File: src/rtl/cc21_pkg.sv
package cc21_pkg;
  typedef enum logic [1:0] {
    LVL_IDLE  = 2'd0,
    LVL_LOW   = 2'd1,
    LVL_HIGH  = 2'd2,
    LVL_RUNIN = 2'd3
  } lvl_e;

  localparam int RUNIN_HALVES = 14;
  localparam int START_HALVES = 6;
  localparam int DATA_HALVES  = 32;
  localparam int TOTAL_HALVES = RUNIN_HALVES + START_HALVES + DATA_HALVES;

  function automatic logic [7:0] with_parity(input logic [6:0] d);
    return {~^d, d};
  endfunction
endpackage

File: src/rtl/cc21_regs.sv
module cc21_regs (
  input  logic            clk,
  input  logic            rst_n,
  input  logic            wr_en,
  input  logic [2:0]      wr_addr,
  input  logic [7:0]      wr_data,
  input  logic [1:0]      load_f,
  output logic [1:0]      en,
  output logic [1:0][6:0] byte_a,
  output logic [1:0][6:0] byte_b,
  output logic [1:0]      stat
);
  always_ff @(posedge clk or negedge rst_n) begin
    if (!rst_n) begin
      en     <= 2'b01;
      byte_a <= '0;
      byte_b <= '0;
      stat   <= '0;
    end else begin
      for (int f = 0; f < 2; f++) begin
        if (load_f[f]) begin
          byte_a[f] <= '0;
          byte_b[f] <= '0;
          stat[f]   <= 1'b0;
        end
        if (wr_en && wr_addr == 3'(2*f)) begin
          byte_a[f] <= wr_data[6:0];
          stat[f]   <= 1'b1;
        end
        if (wr_en && wr_addr == 3'(2*f+1)) begin
          byte_b[f] <= wr_data[6:0];
          stat[f]   <= 1'b1;
        end
      end
      if (wr_en && wr_addr == 3'd4) en <= wr_data[1:0];
    end
  end


  stat_set_chk: assert property (@(posedge clk) disable iff (!rst_n)
    (wr_en && wr_addr == 3'd0) |=> stat[0]);


  data_clr_chk: assert property (@(posedge clk) disable iff (!rst_n)
    (load_f[0] && !(wr_en && (wr_addr == 3'd0 || wr_addr == 3'd1)))
      |=> (byte_a[0] == '0 && byte_b[0] == '0));
endmodule

File: src/rtl/cc21_bitclk.sv
module cc21_bitclk #(
  parameter int LINE_CLKS     = 858,
  parameter int BITS_PER_LINE = 32
) (
  input  logic clk,
  input  logic rst_n,
  input  logic run,
  output logic half_tick
);
  localparam int STEP = 2 * BITS_PER_LINE;
  localparam int AW   = $clog2(LINE_CLKS + STEP + 1);

  logic [AW-1:0] acc;
  logic [AW-1:0] sum;

  always_comb begin
    sum       = acc + AW'(STEP);
    half_tick = run && (sum >= AW'(LINE_CLKS));
  end

  always_ff @(posedge clk or negedge rst_n) begin
    if (!rst_n)         acc <= '0;
    else if (!run)      acc <= '0;
    else if (half_tick) acc <= sum - AW'(LINE_CLKS);
    else                acc <= sum;
  end


  tick_gap_chk: assert property (@(posedge clk) disable iff (!rst_n)
    half_tick |=> !half_tick);
endmodule

File: src/rtl/cc21_seq.sv
module cc21_seq
  import cc21_pkg::*;
#(
  parameter int LEAD_CLKS = 142
) (
  input  logic        clk,
  input  logic        rst_n,
  input  logic        start,
  input  logic [15:0] chars,
  input  logic        half_tick,
  output logic        idle,
  output logic        run,
  output lvl_e        lvl
);
  localparam int DW = $clog2(LEAD_CLKS + 1);
  localparam int HW = $clog2(TOTAL_HALVES + 1);

  typedef enum logic [1:0] {S_IDLE, S_WAIT, S_SEND} st_e;

  st_e           state;
  logic [DW-1:0] dly;
  logic [HW-1:0] hi;
  logic [15:0]   shreg;

  assign idle = (state == S_IDLE);
  assign run  = (state == S_SEND);

  always_ff @(posedge clk or negedge rst_n) begin
    if (!rst_n) begin
      state <= S_IDLE;
      dly   <= '0;
      hi    <= '0;
      shreg <= '0;
    end else begin
      case (state)
        S_IDLE: if (start) begin
          state <= S_WAIT;
          shreg <= chars;
          dly   <= '0;
        end
        S_WAIT: begin
          if (dly == DW'(LEAD_CLKS - 1)) begin
            state <= S_SEND;
            hi    <= '0;
          end else begin
            dly <= dly + 1'b1;
          end
        end
        S_SEND: if (half_tick) begin
          if (hi >= HW'(RUNIN_HALVES + START_HALVES) && hi[0])
            shreg <= shreg >> 1;
          if (hi == HW'(TOTAL_HALVES - 1)) state <= S_IDLE;
          else                             hi    <= hi + 1'b1;
        end
        default: state <= S_IDLE;
      endcase
    end
  end

  always_comb begin
    lvl = LVL_IDLE;
    if (state == S_SEND) begin
      if (hi < HW'(RUNIN_HALVES))
        lvl = hi[0] ? LVL_LOW : LVL_RUNIN;
      else if (hi < HW'(RUNIN_HALVES + START_HALVES))
        lvl = (hi >= HW'(RUNIN_HALVES + START_HALVES - 2)) ? LVL_HIGH : LVL_LOW;
      else
        lvl = shreg[0] ? LVL_HIGH : LVL_LOW;
    end
  end


  idle_hold_chk: assert property (@(posedge clk) disable iff (!rst_n)
    (state == S_IDLE && !start) |=> (state == S_IDLE));
endmodule

File: src/rtl/cc21_serializer.sv
module cc21_serializer
  import cc21_pkg::*;
#(
  parameter int LINE_CLKS     = 858,
  parameter int BITS_PER_LINE = 32,
  parameter int LEAD_CLKS     = 142,
  parameter int LINE_W        = 10,
  parameter int LINE_F1       = 21,
  parameter int LINE_F2       = 284
) (
  input  logic              clk,
  input  logic              rst_n,
  input  logic              wr_en,
  input  logic [2:0]        wr_addr,
  input  logic [7:0]        wr_data,
  input  logic              hsync,
  input  logic [LINE_W-1:0] line_num,
  input  logic              field,
  output logic [1:0]        lvl_o,
  output logic [1:0]        status_o
);
  logic [1:0]      en;
  logic [1:0][6:0] byte_a;
  logic [1:0][6:0] byte_b;
  logic [1:0]      elig;
  logic [1:0]      load_f;
  logic            seq_idle;
  logic            seq_run;
  logic            half_tick;
  logic [15:0]     chars;
  lvl_e            lvl;

  always_comb begin
    elig[0] = hsync && !field && line_num == LINE_W'(LINE_F1) && en[0];
    elig[1] = hsync &&  field && line_num == LINE_W'(LINE_F2) && en[1];
    load_f  = elig & {2{seq_idle}};
    if (elig[1]) chars = {with_parity(byte_b[1]), with_parity(byte_a[1])};
    else         chars = {with_parity(byte_b[0]), with_parity(byte_a[0])};
  end

  cc21_regs u_regs (
    .clk(clk), .rst_n(rst_n), .wr_en(wr_en), .wr_addr(wr_addr),
    .wr_data(wr_data), .load_f(load_f), .en(en), .byte_a(byte_a),
    .byte_b(byte_b), .stat(status_o)
  );

  cc21_bitclk #(.LINE_CLKS(LINE_CLKS), .BITS_PER_LINE(BITS_PER_LINE)) u_bitclk (
    .clk(clk), .rst_n(rst_n), .run(seq_run), .half_tick(half_tick)
  );

  cc21_seq #(.LEAD_CLKS(LEAD_CLKS)) u_seq (
    .clk(clk), .rst_n(rst_n), .start(|load_f), .chars(chars),
    .half_tick(half_tick), .idle(seq_idle), .run(seq_run), .lvl(lvl)
  );

  assign lvl_o = lvl;


  runin_first_chk: assert property (@(posedge clk) disable iff (!rst_n)
    $rose(seq_run) |-> (lvl_o == 2'd3));
endmodule

File: config.mk
export PLATFORM = sky130hd
export DESIGN_NAME = cc21_serializer
export DESIGN_NICKNAME = d
export VERILOG_FILES = /design/src/rtl/cc21_pkg.sv /design/src/rtl/cc21_regs.sv /design/src/rtl/cc21_bitclk.sv /design/src/rtl/cc21_seq.sv /design/src/rtl/cc21_serializer.sv
export SDC_FILE = /design/constraint.sdc
export NUM_CORES = 1
export LEC_CHECK = 0
export BUFFER_PORTS_ARGS = -buffer_cell sky130_fd_sc_hd__buf_4
export CORE_AREA = 4 4 87 89
export DETAILED_ROUTE_END_ITERATION = 12
export DIE_AREA = 0 0 91 93
export PLACE_DENSITY = 0.83
export SLEW_MARGIN = 30
export SYNTH_ARGS = -nofsm -noshare
export SYNTH_HDL_FRONTEND = slang
export SYNTH_HIERARCHICAL = 1
export SYNTH_SLANG_ARGS = --single-unit
File: constraint.sdc
create_clock -name clk -period 7.79 [get_ports clk]
set_input_delay 0 -clock clk [delete_from_list [all_inputs] [get_ports clk]]
set_output_delay 0 -clock clk [all_outputs]
set_load 0.005 [all_outputs]
=== Yosys cells after proc, flatten, opt, wreduce, memory -nomap -nowiden ===
Index checks and enable logic that the tools add are counted.

* Flip-flop bits (word level): 74
* Input bits: 26
* Output and inout port bits: 4
* Word-level logic and storage cells: 110

* $add $sub $neg: 4
* Order comparisons: 5
* Equal/unequal tests: 17
* Muxes and demuxes: 37
* Bitwise logic cells: 1
* Reductions and logical operators: 34

{| class="wikitable"
|+ Operators by type and width
! operator !! count
|-
| $mux W16 || 4
|-
| $mux W7 || 6
|-
| $pmux W16 S2 || 1
|-
| $reduce_xnor A7 Y1 || 4
|-
| $mux W10 || 2
|-
| $mux W2 || 10
|-
| $mux W6 || 3
|-
| $mux W8 || 2
|-
| $pmux W8 S2 || 1
|-
| $reduce_bool A2 Y1 || 7
|-
| $logic_and A1 B1 Y1 || 13
|-
| $ge A6 B5 Y1 const B || 2
|-
| $pmux W6 S2 || 1
|-
| $reduce_and A4 Y1 || 3
|-
| $add A10 B7 Y10 const B || 1
|-
| $eq A10 B5 Y1 const B || 1
|-
| $eq A10 B9 Y1 const B || 1
|-
| $ge A10 B10 Y1 const B || 1
|-
| $sub A10 B10 Y10 const B || 1
|-
| $add A8 B1 Y8 const B || 1
|-
| $eq A8 B8 Y1 const B || 1
|-
| $ne A2 B1 Y1 const B || 4
|-
| $add A6 B1 Y6 const B || 1
|-
| $eq A3 B2 Y1 const B || 2
|-
| other kinds (17) || 25
|}

=== Depth between registers and ports, before layout ===
Gate-level depths: netlist of the first run.

* Depth in word-level cells: 8
* Depth in mapped cells: 11
* Mapped depth without buffers: 9

=== By module ===
Netlist of the first run, hierarchy kept.

{| class="wikitable"
|+ By module, submodules not included
! module !! instances !! cells an instance !! area each (um2) !! sequential area each (um2)
|-
| cc21_seq || 1 || 184 || 1724.2 || 800.8
|-
| cc21_regs || 1 || 106 || 1451.4 || 802.0
|-
| cc21_bitclk || 1 || 59 || 569.3 || 225.2
|-
| cc21_serializer || 1 || 44 || 564.3 || 0.0
|}

=== Worst setup path after synthesis of the first run ===
No wires, ideal clock.

* Path type: reg-to-reg
* From: reg u_seq.state[0]
* To: reg u_seq.shreg[10]
* Setup time: 125 ps
* Arrival time: 2505 ps
* Data required time: 7665 ps
* Path slack: 5160 ps
* Cell stages (with the launch flop): 11
* Path buffers: 4
* Period minus slack after synthesis: 2630 ps
* Cells stage by stage: dfrtp_1 -> clkbuf_1 -> nand2b_1 -> clkinv_1 -> buf_2 -> clkbuf_1 -> nor3b_1 -> o2111ai_1 -> a21oi_2 -> buf_6 -> mux2_2

* Elaborated cells on any way between the ends: 11
* Classes of those cells: eq/ne: 4; mux: 1; bitwise: 1; reduce/logical: 5

{| class="wikitable"
|+ RTL lines
! what !! RTL line !! text
|-
| start: declaration || cc21_seq.sv:20 || <nowiki>st_e state;</nowiki>
|-
| start signal: assignment || cc21_seq.sv:30 || <nowiki>state <= S_IDLE;</nowiki>
|-
| start signal: assignment || cc21_seq.sv:37 || <nowiki>state <= S_WAIT;</nowiki>
|-
| start signal: assignment || cc21_seq.sv:43 || <nowiki>state <= S_SEND;</nowiki>
|-
| $eq A2 B2 Y1 || cc21_seq.sv:26 || <nowiki>assign run = (state == S_SEND);</nowiki>
|-
| via seq_run || cc21_serializer.sv:28 || <nowiki>logic seq_run;</nowiki>
|-
| $logic_and A1 B1 Y1 || cc21_bitclk.sv:18 || <nowiki>half_tick = run && (sum >= AW'(LINE_CLKS));</nowiki>
|-
| via half_tick || cc21_serializer.sv:29 || <nowiki>logic half_tick;</nowiki>
|-
| $ne A2 B2 Y1 (no line) || - ||
|-
| $reduce_and A4 Y1 (no line) || - ||
|-
| end signal: assignment || cc21_seq.sv:38 || <nowiki>shreg <= chars;</nowiki>
|-
| end signal: assignment || cc21_seq.sv:51 || <nowiki>shreg <= shreg >> 1;</nowiki>
|-
| end: declaration || cc21_seq.sv:23 || <nowiki>logic [15:0] shreg;</nowiki>
|}

The timed path passes the listed nets, and every way through them passes these cells.
A chain may end at the register's enable or synchronous reset.

=== Final worst setup path of the first run ===
* From: reg u_seq.state[0]
* To: reg u_seq.shreg[5]

The elaborated chain is that of the path after synthesis.

==> metrics.md, run 1 <==
| Metric | Value |
|---|---|
| Starting density of the core | 63.78% |
| Reg clk slew, reported paths | 0.08 ns |
| Commonest non-fill, non-tap cell in the layout | dfrtp_1 |
| ANT cells | 0 |
| Via density | 5.854 |
| Total track usage | 21.03% |
| Number of hold violations in the final report | 0 |
| CTS Buf Count | 9 |
| Largest fanout on the critical path | 28 |
| Dpl hpwl | 5484 um |
| Layout cells sized above 1 | 27.02% |
| Pwr/cell area | 215.7 nW/um^2 |
| CP endpoint kind | flip-flop |
| CTS sink cnt | 73 |
| Area grow syn2layout | 13.76% |
| Critical Path RT | 8.02 ns |
| Vias | 3003 |
| Worst-Skew Late Latency | 0.35 ns |
| Arr. time, crit path | 3.62 ns |
| Switch Pwr | 264.9 uW |
| TNS Setup | 0 ns |
| Flop pwr share | 42.1% |
| Status | finished clean |
| Final #Nets | 460 |
| Largest net degree at the start of global routing | 74 |
| Fmax | 294.7 MHz |
| Logic pwr share | 23.9% |
| Finish-stage setup viols | 0 |
| Pre-CTS setup slack | 4.368 ns |
| Post-synth EDFFs | 0 |
| Cells after Synth | 393 |
| Post-synthesis sequential area ratio | 42.42% |
| Dpl cells | 485 |
| GP Congestion | 0.8495 |
| Area contributors post-synth | dfrtp_1, mux2_2, nand2_1, mux2_4, nor2b_1 |
| Synth Net Count | 425 |
| Core Region | 6756 um^2 |
| Detailed-route wire length | 8355 um |
| Main flop type after synthesis | dfrtp_1 |
| RSZ-0062 raised after global routing | false |
| Initial DRT Pass Iterations | 4 |
| I/O Pins | 30 |
| Clk_skew | 0.007557 ns |
| Placement row count | 30 |
| Total gr overflow | 0 |
| Initial antenna violation count | 0 |
| Post-DP Area | 4528 um^2 |
| Most frequent cells in the layout | dfrtp_1, nand2_1, mux2_2 |
| CTS Buffer Depth | 2 |
| Worst vdd ir | 0.1743 mV |
| Setup crit start kind | flip-flop |
| Fill count | 453 |
| Seq cells post-synth | 73 |
| Min setup slack post-route | 4.397 ns |
| Vias in the first global route | 3112 |
| Area share of the largest cell type after synthesis | 41.81% |
| Yosys cell types | 58 |
| Post-route minimum period | 3.393 ns |
| Pint | 792.6 uW |
| Final hold slack | 0.2150 ns |
| DR iter-0 viols | 115 |
| Remaining antenna violation count | 0 |
| Die Area | 8463 um^2 |
| Max Slew Vio Count | 0 |
| DR WL/cell | 16.29 um |
| Area leader, netlist | dfrtp_1 |
| Period Utilization, post-route | 43.56% |
| IO buf count | 28 |
| Sw Ratio | 25.05% |
| Clock Power Share | 34.0% |
| Measured slew at the worst slew-check pin | 0.8581 ns |
| Number of max-cap violations | 0 |
| CTS root buf | clkbuf_8 |
| Die Y | 93 um |
| Cell Area, Synth | 4309 um^2 |
| Post-CTS sizing | 0 |
| H-Tree Depth | 3 |
| Critical path class | reg2reg |
| Final Non-Filler Cells | 513 |
| TritonCTS clock tree | done |
| LEAKAGE | 2.186 nW |
| Slew headroom | 42.80% |
| Final instance area | 4902 um^2 |
| Syn Area/Cell | 10.96 um^2 |
| Type of the most critical hold path | in2async |
| Die Width | 91 um |
| Synth Warn # | 6 |
| Remaining DRCs | 0 |
| Async SR Flop Fraction | 100.0% |
| First-pass GRT wire length | 14370 um |
==> final cells by class <==
type / count / area (um^2) / share of cell area, %
clock buffer: 9 / 123.9 / 2.527
multi-input combinational: 288 / 2333 / 47.60
sequential: 73 / 1828 / 37.29
inverter: 15 / 56.30 / 1.149
clock inverter: 7 / 118.9 / 2.425
timing repair buffer: 41 / 341.6 / 6.968
tap: 80 / 100.1 / 2.042
==> critical path, cell delays in order, from the launching register on <==
cell and delay (ns):
dfrtp_1 0.47, nand2b_1 0.51, clkinv_1 0.58, nor3b_1 0.39, o2111ai_1 0.20, a21oi_2 0.70
mux2_2 0.42
==> per-stage QoR <==
stage	utilization, %	power (mW)
after global placement	66.98	0.6891
after global routing	72.56	1.110
after detailed placement	67.02	0.6963
final	72.56	1.057
after CTS	72.39	1.066
after floorplan	-	0.6403
==> power by group through the flow <==
stage	Sequential, mW	Clock [mW]	Combinational [mW]
after floorplan	0.443	0	0.197
after global placement	0.450	0	0.239
after detailed placement	0.452	0	0.245
after CTS	0.445	0.367	0.255
after global routing	0.451	0.382	0.277
final	0.445	0.359	0.253
==> timing repair <==
item | in CTS | in global routing
endpoints found under the hold margin | 104 | 0
hold buffers | 12 | 0
buffers inserted | 0 | 0
==> worst paths after layout <==
kind / end / depth (start not counted) / slack [ns] / startpoint
hold reg to reg: u_seq/shreg[3]$_DFFE_PN0P_ / 1 / 0.51 / u_seq/shreg[3]$_DFFE_PN0P_
setup / recovery: u_seq/shreg[5]$_DFFE_PN0P_ / 6 / 4.40 / u_seq/state[0]$_DFFE_PN0P_
setup reg to reg: u_seq/shreg[5]$_DFFE_PN0P_ / 6 / 4.40 / u_seq/state[0]$_DFFE_PN0P_
max in group asynchronous: u_seq/dly[5]$_DFFE_PN0P_ / 2 / 7.09 / rst_n
min in group clk: u_regs/en[0]$_DFFE_PN1P_ / 3 / 0.25 / wr_addr[0]
hold / removal: u_bitclk/acc[4]$_DFFE_PN0P_ / 2 / 0.21 / rst_n
==> per-layer routing <==
metal  vias to the layer above  global-route usage [%]  wire length, um
met5                         -                       0                0
met4                         0                   5.653              121
met3                        14                   5.390              331
met2                        55                   36.60             4192
met1                      1481                   26.10             3710
li1                       1453                       -                -
==> sequential cells by signal (all words and copies together) (netlist names) <==
register / count
u_seq/shreg: 16
u_regs/byte_a: 14
u_regs/byte_b: 14
u_bitclk/acc: 9
u_seq/dly: 8
u_seq/hi: 6
u_regs/en: 2
u_regs/stat: 2
u_seq/state: 2
==> synth_stat cells, types with 3 or more instances <==
master     n
a21oi_1    3
nor2_1    11
xnor2_1    8
o21ai_0    9
ha_1       6
and3_1     3
inv_1     14
nand2b_1   5
xnor3_1    8
nand4_1    5
or4_1      7
and4b_1    3
buf_6      4
xor2_1     7
or3_1      3
nand2_1   58
mux2_2    46
nor2b_1   30
clkbuf_1   7
o31ai_1    4
mux2_4    13
dfrtp_1   72
buf_2      6
nand3_1    4
o211ai_1   6
a21boi_1   4
mux2i_1    6
==> cell families (layout without fill, tap and decap cells) <==
kind of cell,count (synthesis),after routing,synth area share (%)
AOI/OAI and AO/OA,46,46,7.724
xor gates and xnor gates,23,23,7.230
adders and majority gates,6,6,1.742
buffers and inverters,32,72,3.659
DFF,73,73,42.42
muxes,65,65,17.94
and+or+nand+nor,148,148,19.28
(Power assumes the default switching activity.)
==> inputs of run 2 (changes only) <==
--- a/config.mk
+++ b/config.mk
@@ -5,11 +5,12 @@
 export SDC_FILE = /design/constraint.sdc
 export NUM_CORES = 1
 export LEC_CHECK = 0
+export ABC_AREA = 1
 export BUFFER_PORTS_ARGS = -buffer_cell sky130_fd_sc_hd__buf_4
-export CORE_AREA = 4 4 87 89
+export CORE_AREA = 4 4 98 100
 export DETAILED_ROUTE_END_ITERATION = 12
-export DIE_AREA = 0 0 91 93
-export PLACE_DENSITY = 0.83
+export DIE_AREA = 0 0 102 104
+export PLACE_DENSITY = 0.75
 export SLEW_MARGIN = 30
 export SYNTH_ARGS = -nofsm -noshare
 export SYNTH_HDL_FRONTEND = slang
==> constraint.sdc (replaced) <==
create_clock -name clk -period 2.7 [get_ports clk]
set_input_delay 0 -clock clk [delete_from_list [all_inputs] [get_ports clk]]
set_output_delay 0 -clock clk [all_outputs]
set_load 0.005 [all_outputs]
==> metrics.md, run 2 <==
| Metric | Value |
|---|---|
| CTS Buffer Depth | 2 (unchanged) |
| Area share of the largest cell type after synthesis | 38.16% (-3.7 points) |
| Sw Ratio | 31.90% (+6.8 points) |
| Placement row count | 34 (+13%) |
| Clk_skew | 0.009743 ns (+0.002186 ns) |
| RSZ-0062 raised after global routing | false |
| Post-synthesis sequential area ratio | 38.71% (-3.7 points) |
| Core Region | 8678 um^2 (+28%) |
| Worst-Skew Late Latency | 0.36 ns (about the same) |
| Post-synth EDFFs | 0 (unchanged) |
| Remaining DRCs | 0 (unchanged) |
| Area contributors post-synth | dfrtp_1, nand2_1, nand3_1, inv_1, nor2_1 |
| Arr. time, crit path | 2.63 ns (-0.99 ns) |
| Most frequent cells in the layout | nand2_1, nand3_1, inv_1 |
| Main flop type after synthesis | dfrtp_1 |
| Reg clk slew, reported paths | 0.08 ns (about the same) |
| Slew headroom | 56.21% (+13 points) |
| Most flops, register | u_seq/shreg |
| Starting density of the core | 54.41% (-9.4 points) |
| Final core utilization | 61.85% (-11 points) |
| Area leader, netlist | dfrtp_1 |
| Die Area | 10610 um^2 (+25%) |
| Switch Pwr | 931.1 uW (+250%) |
| Syn Area/Cell | 6.814 um^2 (-38%) |
| Critical Path RT | 2.99 ns (-5.03 ns) |
| Period Utilization, post-route | 86.35% (+43 points) |
| Async SR Flop Fraction | 100.0% (unchanged) |
| Total track usage | 20.64% (-0.39 points) |
| Die Y | 104 um (+12%) |
| Commonest cells in the netlist | nand2_1, nand3_1, inv_1, dfrtp_1, nor2_1 |
| TritonCTS clock tree | done |
| Commonest non-fill, non-tap cell in the layout | nand2_1 |
| Worst vdd ir | 0.4350 mV (+150%) |
| Vias | 4382 (+46%) |
| Flop pwr share | 46.1% (+4.0 points) |
| Layout cells sized above 1 | 12.57% (-14 points) |
| Synth Net Count | 725 (+71%) |
| Seq cells post-synth | 73 (unchanged) |
| IO buf count | 28 (unchanged) |
| CP endpoint kind | flip-flop |
| Pint | 1.988 mW (+150%) |
| H-Tree Depth | 3 (unchanged) |
| Total gr overflow | 0 (unchanged) |
| Cells after Synth | 693 (+76%) |
| Final instance area | 5368 um^2 (+9.5%) |
| Measured slew at the worst slew-check pin | 0.6568 ns (-0.2013 ns) |
| DR WL/cell | 12.19 um (-25%) |
| Largest fanout on the critical path | 16 (-43%) |
| Area grow syn2layout | 13.67% (about the same) |
| Final #Nets | 767 (+67%) |
| Dpl hpwl | 7291 um (+33%) |
| Die Width | 102 um (+12%) |
| Initial antenna violation count | 0 (unchanged) |
| CTS sink cnt | 73 (unchanged) |
| Vias in the first global route | 4235 (+36%) |
| Max Slew Vio Count | 0 (unchanged) |
| Fmax | 428.9 MHz (+46%) |
| CTS root buf | clkbuf_8 |
| Clock Power Share | 33.2% (-0.8 points) |
| Post-route minimum period | 2.331 ns (-1.062 ns) |
| ANT cells | 0 (unchanged) |
| LEAKAGE | 2.942 nW (+35%) |
| Via density | 5.167 (-12%) |
| Detailed-route wire length | 10340 um (+24%) |
| TNS Setup | 0 ns (unchanged) |
| Logic pwr share | 20.7% (-3.2 points) |
| Yosys cell types | 39 (-33%) |
| Critical path class | reg2reg |
| Cell Area, Synth | 4722 um^2 (+9.6%) |
| Remaining antenna violation count | 0 (unchanged) |
| Biggest regs | u_seq/shreg x16, u_regs/byte_a x14, u_regs/byte_b x14 |
| Type of the most critical hold path | in2async |
| Setup crit start kind | flip-flop |
| CTS Buf Count | 9 (unchanged) |
| Finish-stage setup viols | 0 (unchanged) |
| Number of hold violations in the final report | 0 (unchanged) |
| Initial DRT Pass Iterations | 4 (unchanged) |
| DR iter-0 viols | 152 (+32%) |
| Status | finished clean |
| I/O Pins | 30 (unchanged) |
| Number of max-cap violations | 0 (unchanged) |
| Pwr/cell area | 543.8 nW/um^2 (+150%) |
| Synth Warn # | 6 (unchanged) |
| Top-count cell post-synth | nand2_1 |
| Max reg flops | 16 (unchanged) |
| First-pass GRT wire length | 18150 um (+26%) |
| Largest net degree at the start of global routing | 74 (unchanged) |
| GP Congestion | 0.8219 (-3.2%) |
| Fill count | 786 (+74%) |
| Post-DP Area | 5015 um^2 (+11%) |
[run 2: changes by cell type in the layout (fill, tap and decap cells not counted), sizes merged, moves of 6 or more]
cell and delta:
or4 -7, nand2 +243, inv +66, xnor3 -8, mux2 -59, mux2i -6
o21ai +19, nor2b -30, nand3 +100, nor2 +39, o211ai -7
[run 2: critical path, cell delays in order, from the launching register on]
cell	delay, ns
dfrtp_1	0.42
inv_1	0.11
ha_1	0.35
a21oi_1	0.23
nand2_4	0.12
nand3_4	0.15
inv_2	0.07
or2_4	0.27
nand2_2	0.09
nor2_4	0.04
nand2_2	0.24
nand2_1	0.10
nand2_1	0.07
[run 2: per-stage QoR]
| step | std cells | power (mW) | setup WS, ns | hold WS (ns) |
|---|---|---|---|---|
| after floorplan | 693 | 1.775 | 0.5817 | -0.2956 |
| after global placement | 819 | 1.919 | 0.4815 | 0.1941 |
| after detailed placement | 819 | 1.954 | 0.3912 | 0.1920 |
| after CTS | 848 | 2.944 | 0.3525 | 0.2006 |
| after global routing | 848 | 3.111 | 0.2177 | 0.2663 |
| final | 848 | 2.919 | 0.3687 | 0.2181 |
[run 2: power groups by stage]
stage	Clock [mW]	Sequential [mW]	Combinational, mW
finish	0.968	1.35	0.604
CTS	0.992	1.34	0.607
global route	1.03	1.37	0.708
detailed placement	0	1.36	0.589
global placement	0	1.36	0.560
floorplan	0	1.32	0.451
[run 2: metal layers]
layer | part of all wire [%] | global-route usage, % | up-vias
met3 | 3.7 | 3.957 | 16
met1 | 44 | 25.47 | 2007
met5 | 0 | 0 | -
li1 | - | - | 2266
met2 | 50 | 35.47 | 93
met4 | 1.8 | 7.216 | 0
[run 2: cell type report]
cell class                 instances  area, um^2  share of cell area (%)
clock inverter                     7       95.09                   1.772
inverter                          83       324.1                   6.037
tap                              108       135.1                   2.517
sequential                        73        1828                   34.06
timing repair buffer              45       374.1                   6.970
clock buffer                       9       123.9                   2.308
multi-input combinational        523        2487                   46.34
[run 2: repair_timing]
action / in CTS / in global routing
hold buffers: 13 / 0
gates resized for setup: 0 / 0
hold endpoints to repair: 104 / 0
endpoints found under the setup margin: 0 / 0
setup buffers: 0 / 0
[run 2: cells by family after synthesis]
kind of cell             synth area share, %
XOR/XNOR                               1.828
adder cells (fa/ha/maj)                1.590
buffers and inverters                  8.611
flip-flops                             38.71
AO/OA/AOI/OAI                          4.399
AND/OR/NAND/NOR                        44.86
[run 2: final timing paths]
path,from,depth (start not counted),slack (ns),endpoint
worst max-delay path,u_bitclk/acc[6]$_DFF_PN0_,12,0.37,u_seq/shreg[15]$_DFFE_PN0P_
worst min-delay path,rst_n,2,0.22,u_seq/dly[4]$_DFFE_PN0P_
worst max register to register,u_bitclk/acc[6]$_DFF_PN0_,12,0.37,u_seq/shreg[15]$_DFFE_PN0P_
worst min register to register,u_seq/shreg[14]$_DFFE_PN0P_,2,0.48,u_seq/shreg[14]$_DFFE_PN0P_
max in group asynchronous,rst_n,2,2.03,u_regs/byte_a[12]$_DFFE_PN0P_
min in group clk,line_num[1],8,0.22,u_seq/state[1]$_DFFE_PN0P_
==> inputs of run 3 (changes only) <==
--- a/config.mk
+++ b/config.mk
@@ -7,10 +7,11 @@
 export LEC_CHECK = 0
 export ABC_AREA = 1
 export BUFFER_PORTS_ARGS = -buffer_cell sky130_fd_sc_hd__buf_4
-export CORE_AREA = 4 4 98 100
+export CORE_AREA = 4 4 91 93
 export DETAILED_ROUTE_END_ITERATION = 12
-export DIE_AREA = 0 0 102 104
-export PLACE_DENSITY = 0.75
+export DIE_AREA = 0 0 95 97
+export PLACE_DENSITY = 0.82
+export SETUP_SLACK_MARGIN = 0.4
 export SLEW_MARGIN = 30
 export SYNTH_ARGS = -nofsm -noshare
 export SYNTH_HDL_FRONTEND = slang
==> constraint.sdc (replaced) <==
create_clock -name clk -period 3 [get_ports clk]
set_input_delay 0 -clock clk [delete_from_list [all_inputs] [get_ports clk]]
set_output_delay 0 -clock clk [all_outputs]
set_load 0.005 [all_outputs]
==> metrics.md, run 3 (synthesis results as in run 2) <==
| Metric | Value |
|---|---|
| Clk_skew | 0.009888 ns (+0.0001443 ns) |
| Pre-CTS setup slack | 0.5391 ns (+0.1480 ns) |
| Max reg flops | 16 (unchanged) |
| Hold Path End | u_seq/state[1]$_DFFE_PN0P_ |
| TNS Setup | 0 ns (unchanged) |
| Pwr/cell area | 489.5 nW/um^2 (-10%) |
| Die Width | 95 um (-6.9%) |
| Total gr overflow | 0 (unchanged) |
| Final hold slack | 0.2187 ns (+0.0005720 ns) |
| Reg clk slew, reported paths | 0.07 ns (about the same) |
| Min-Delay Path Depth | 8 |
| Vias in the first global route | 4159 (-1.8%) |
| Area grow syn2layout | 14.31% |
| Measured slew at the worst slew-check pin | 0.6527 ns (-0.004101 ns) |
| Finish-stage setup viols | 0 (unchanged) |
| TritonCTS clock tree | done |
| CP endpoint kind | flip-flop |
| First-pass GRT wire length | 17730 um (-2.3%) |
| Vias | 4418 (+0.82%) |
| CTS Buffer Depth | 2 (unchanged) |
| Period Utilization, post-route | 80.53% (-5.8 points) |
| Dpl cells | 811 (-0.98%) |
| LEAKAGE | 2.973 nW (+1.1%) |
| GP Congestion | 0.8528 (+3.8%) |
| Starting density of the core | 62.73% (+8.3 points) |
| Initial antenna violation count | 0 (unchanged) |
| Type of the most critical hold path | in2reg |
| Initial DRT Pass Iterations | 5 (+1) |
| R2R Setup Slk | 0.58 ns (+0.22 ns) |
| Number of hold violations in the final report | 0 (unchanged) |
| Die Area | 9215 um^2 (-13%) |
| Final Non-Filler Cells | 846 (-0.24%) |
| Worst Reg-to-Reg Cells | 12 (unchanged) |
| Max Slew Vio Count | 0 (unchanged) |
| Dpl hpwl | 7264 um (-0.37%) |
| Min setup slack post-route | 0.5841 ns (+0.2154 ns) |
| Most frequent cells in the layout | nand2_1, nand3_1, inv_1 |
| Final instance area | 5398 um^2 (+0.56%) |
| RSZ-0062 raised after global routing | false |
| Reg2Reg Capture Point | u_seq/shreg[2]$_DFFE_PN0P_ |
| Worst vdd ir | 0.3030 mV (-30%) |
| Remaining antenna violation count | 0 (unchanged) |
| Slew headroom | 56.49% (+0.27 points) |
| Commonest non-fill, non-tap cell in the layout | nand2_1 |
| ANT cells | 0 (unchanged) |
| Post-DP Area | 4992 um^2 (-0.45%) |
| Overall Power | 2.642 mW (-9.5%) |
| Core Region | 7527 um^2 (-13%) |
| Layout cells sized above 1 | 13.17% (+0.60 points) |
| Worst hold start | line_num[1] |
| Number of max-cap violations | 0 (unchanged) |
| CTS Buf Count | 9 (unchanged) |
| Via density | 5.222 (+1.1%) |
| CTS sink cnt | 73 (unchanged) |
| IO buf count | 28 (unchanged) |
| Worst-Skew Late Latency | 0.35 ns (about the same) |
| Detailed-route wire length | 10260 um (-0.79%) |
| Status | finished clean |
| DR iter-0 viols | 239 (+57%) |
| Fmax | 413.9 MHz (-3.5%) |
| Final core utilization | 71.71% (+9.9 points) |
| Post-CTS sizing | 0 (unchanged) |
| Most flops, register | u_seq/shreg |
| I/O Pins | 30 (unchanged) |
| Remaining DRCs | 0 (unchanged) |
| Largest fanout on the critical path | 16 (unchanged) |
| Final #Nets | 771 (+0.52%) |
| Largest net degree at the start of global routing | 74 (unchanged) |
| Placement row count | 32 (-5.9%) |
| Biggest regs | u_seq/shreg x16, u_regs/byte_a x14, u_regs/byte_b x14 |
| Total track usage | 23.48% (+2.8 points) |
| Critical Path RT | 3.29 ns (+0.30 ns) |
| CTS root buf | clkbuf_8 |
| Die Y | 97 um (-6.7%) |
| Setup crit start kind | flip-flop |
| DR WL/cell | 12.13 um (-0.56%) |
| Arr. time, crit path | 2.70 ns (+0.07 ns) |
| Critical path class | reg2reg |
| FF-to-FF Start | u_bitclk/acc[6]$_DFF_PN0_ |
| Post-route minimum period | 2.416 ns (+0.08461 ns) |
| H-Tree Depth | 3 (unchanged) |
## run 3: cell count changes in the layout (fill, tap and decap cells not counted), sizes merged
cell	change
clkinv	-2
clkbuf	+2
buf	+5
dlygate4sd3	-1
## run 3: final cells by class
cell class                 count  area, um^2
inverter                      83       324.1
tap                          102       127.6
sequential                    73        1828
fill                         645        2130
clock inverter                 5       77.57
timing repair buffer          49       401.6
clock buffer                  11       151.4
multi-input combinational    523        2487
## run 3: worst max-delay path by stage
stage                                              to  depth (start not counted)  slack, ns                       start
after global placement     u_seq/shreg[3]$_DFFE_PN0P_                         14       0.59   u_bitclk/acc[6]$_DFF_PN0_
final                      u_seq/shreg[2]$_DFFE_PN0P_                         12       0.58   u_bitclk/acc[6]$_DFF_PN0_
after global routing       u_seq/shreg[1]$_DFFE_PN0P_                         12       0.40   u_bitclk/acc[6]$_DFF_PN0_
after floorplan           u_seq/shreg[10]$_DFFE_PN0P_                         14       0.88  u_seq/state[0]$_DFFE_PN0P_
after CTS                  u_seq/shreg[1]$_DFFE_PN0P_                         12       0.52   u_bitclk/acc[6]$_DFF_PN0_
after detailed placement   u_seq/shreg[1]$_DFFE_PN0P_                         12       0.54   u_bitclk/acc[6]$_DFF_PN0_
## run 3: critical path: stages, from the launching register on
cell	delay [ns]
dfrtp_1	0.42
inv_1	0.10
ha_1	0.35
a21oi_1	0.26
nand2_4	0.13
nand3_4	0.17
inv_2	0.06
or2_4	0.27
nand2_2	0.08
nor2_4	0.07
nand2_2	0.25
nand2_1	0.10
nand2_1	0.07
## run 3: repair_timing
action	in CTS	in global routing
setup buffers	0	7
endpoints found under the hold margin	104	0
hold buffers	12	0
endpoints found under the setup margin	0	16
## run 3: power breakdown
group	switching [mW]	total [mW]	internal (mW)
clock network	0.370	0.881	0.511
logic	0.318	0.546	0.229
registers	0.121	1.21	1.09
total	0.809	2.64	1.83
## run 3: metal layers
layer	vias to the layer above	global-route usage, %	share of wire, %
met5	-	0	0
met4	0	8.213	1.3
met3	14	3.888	3.7
met2	88	40.08	51
met1	2046	29.70	44
li1	2270	-	-
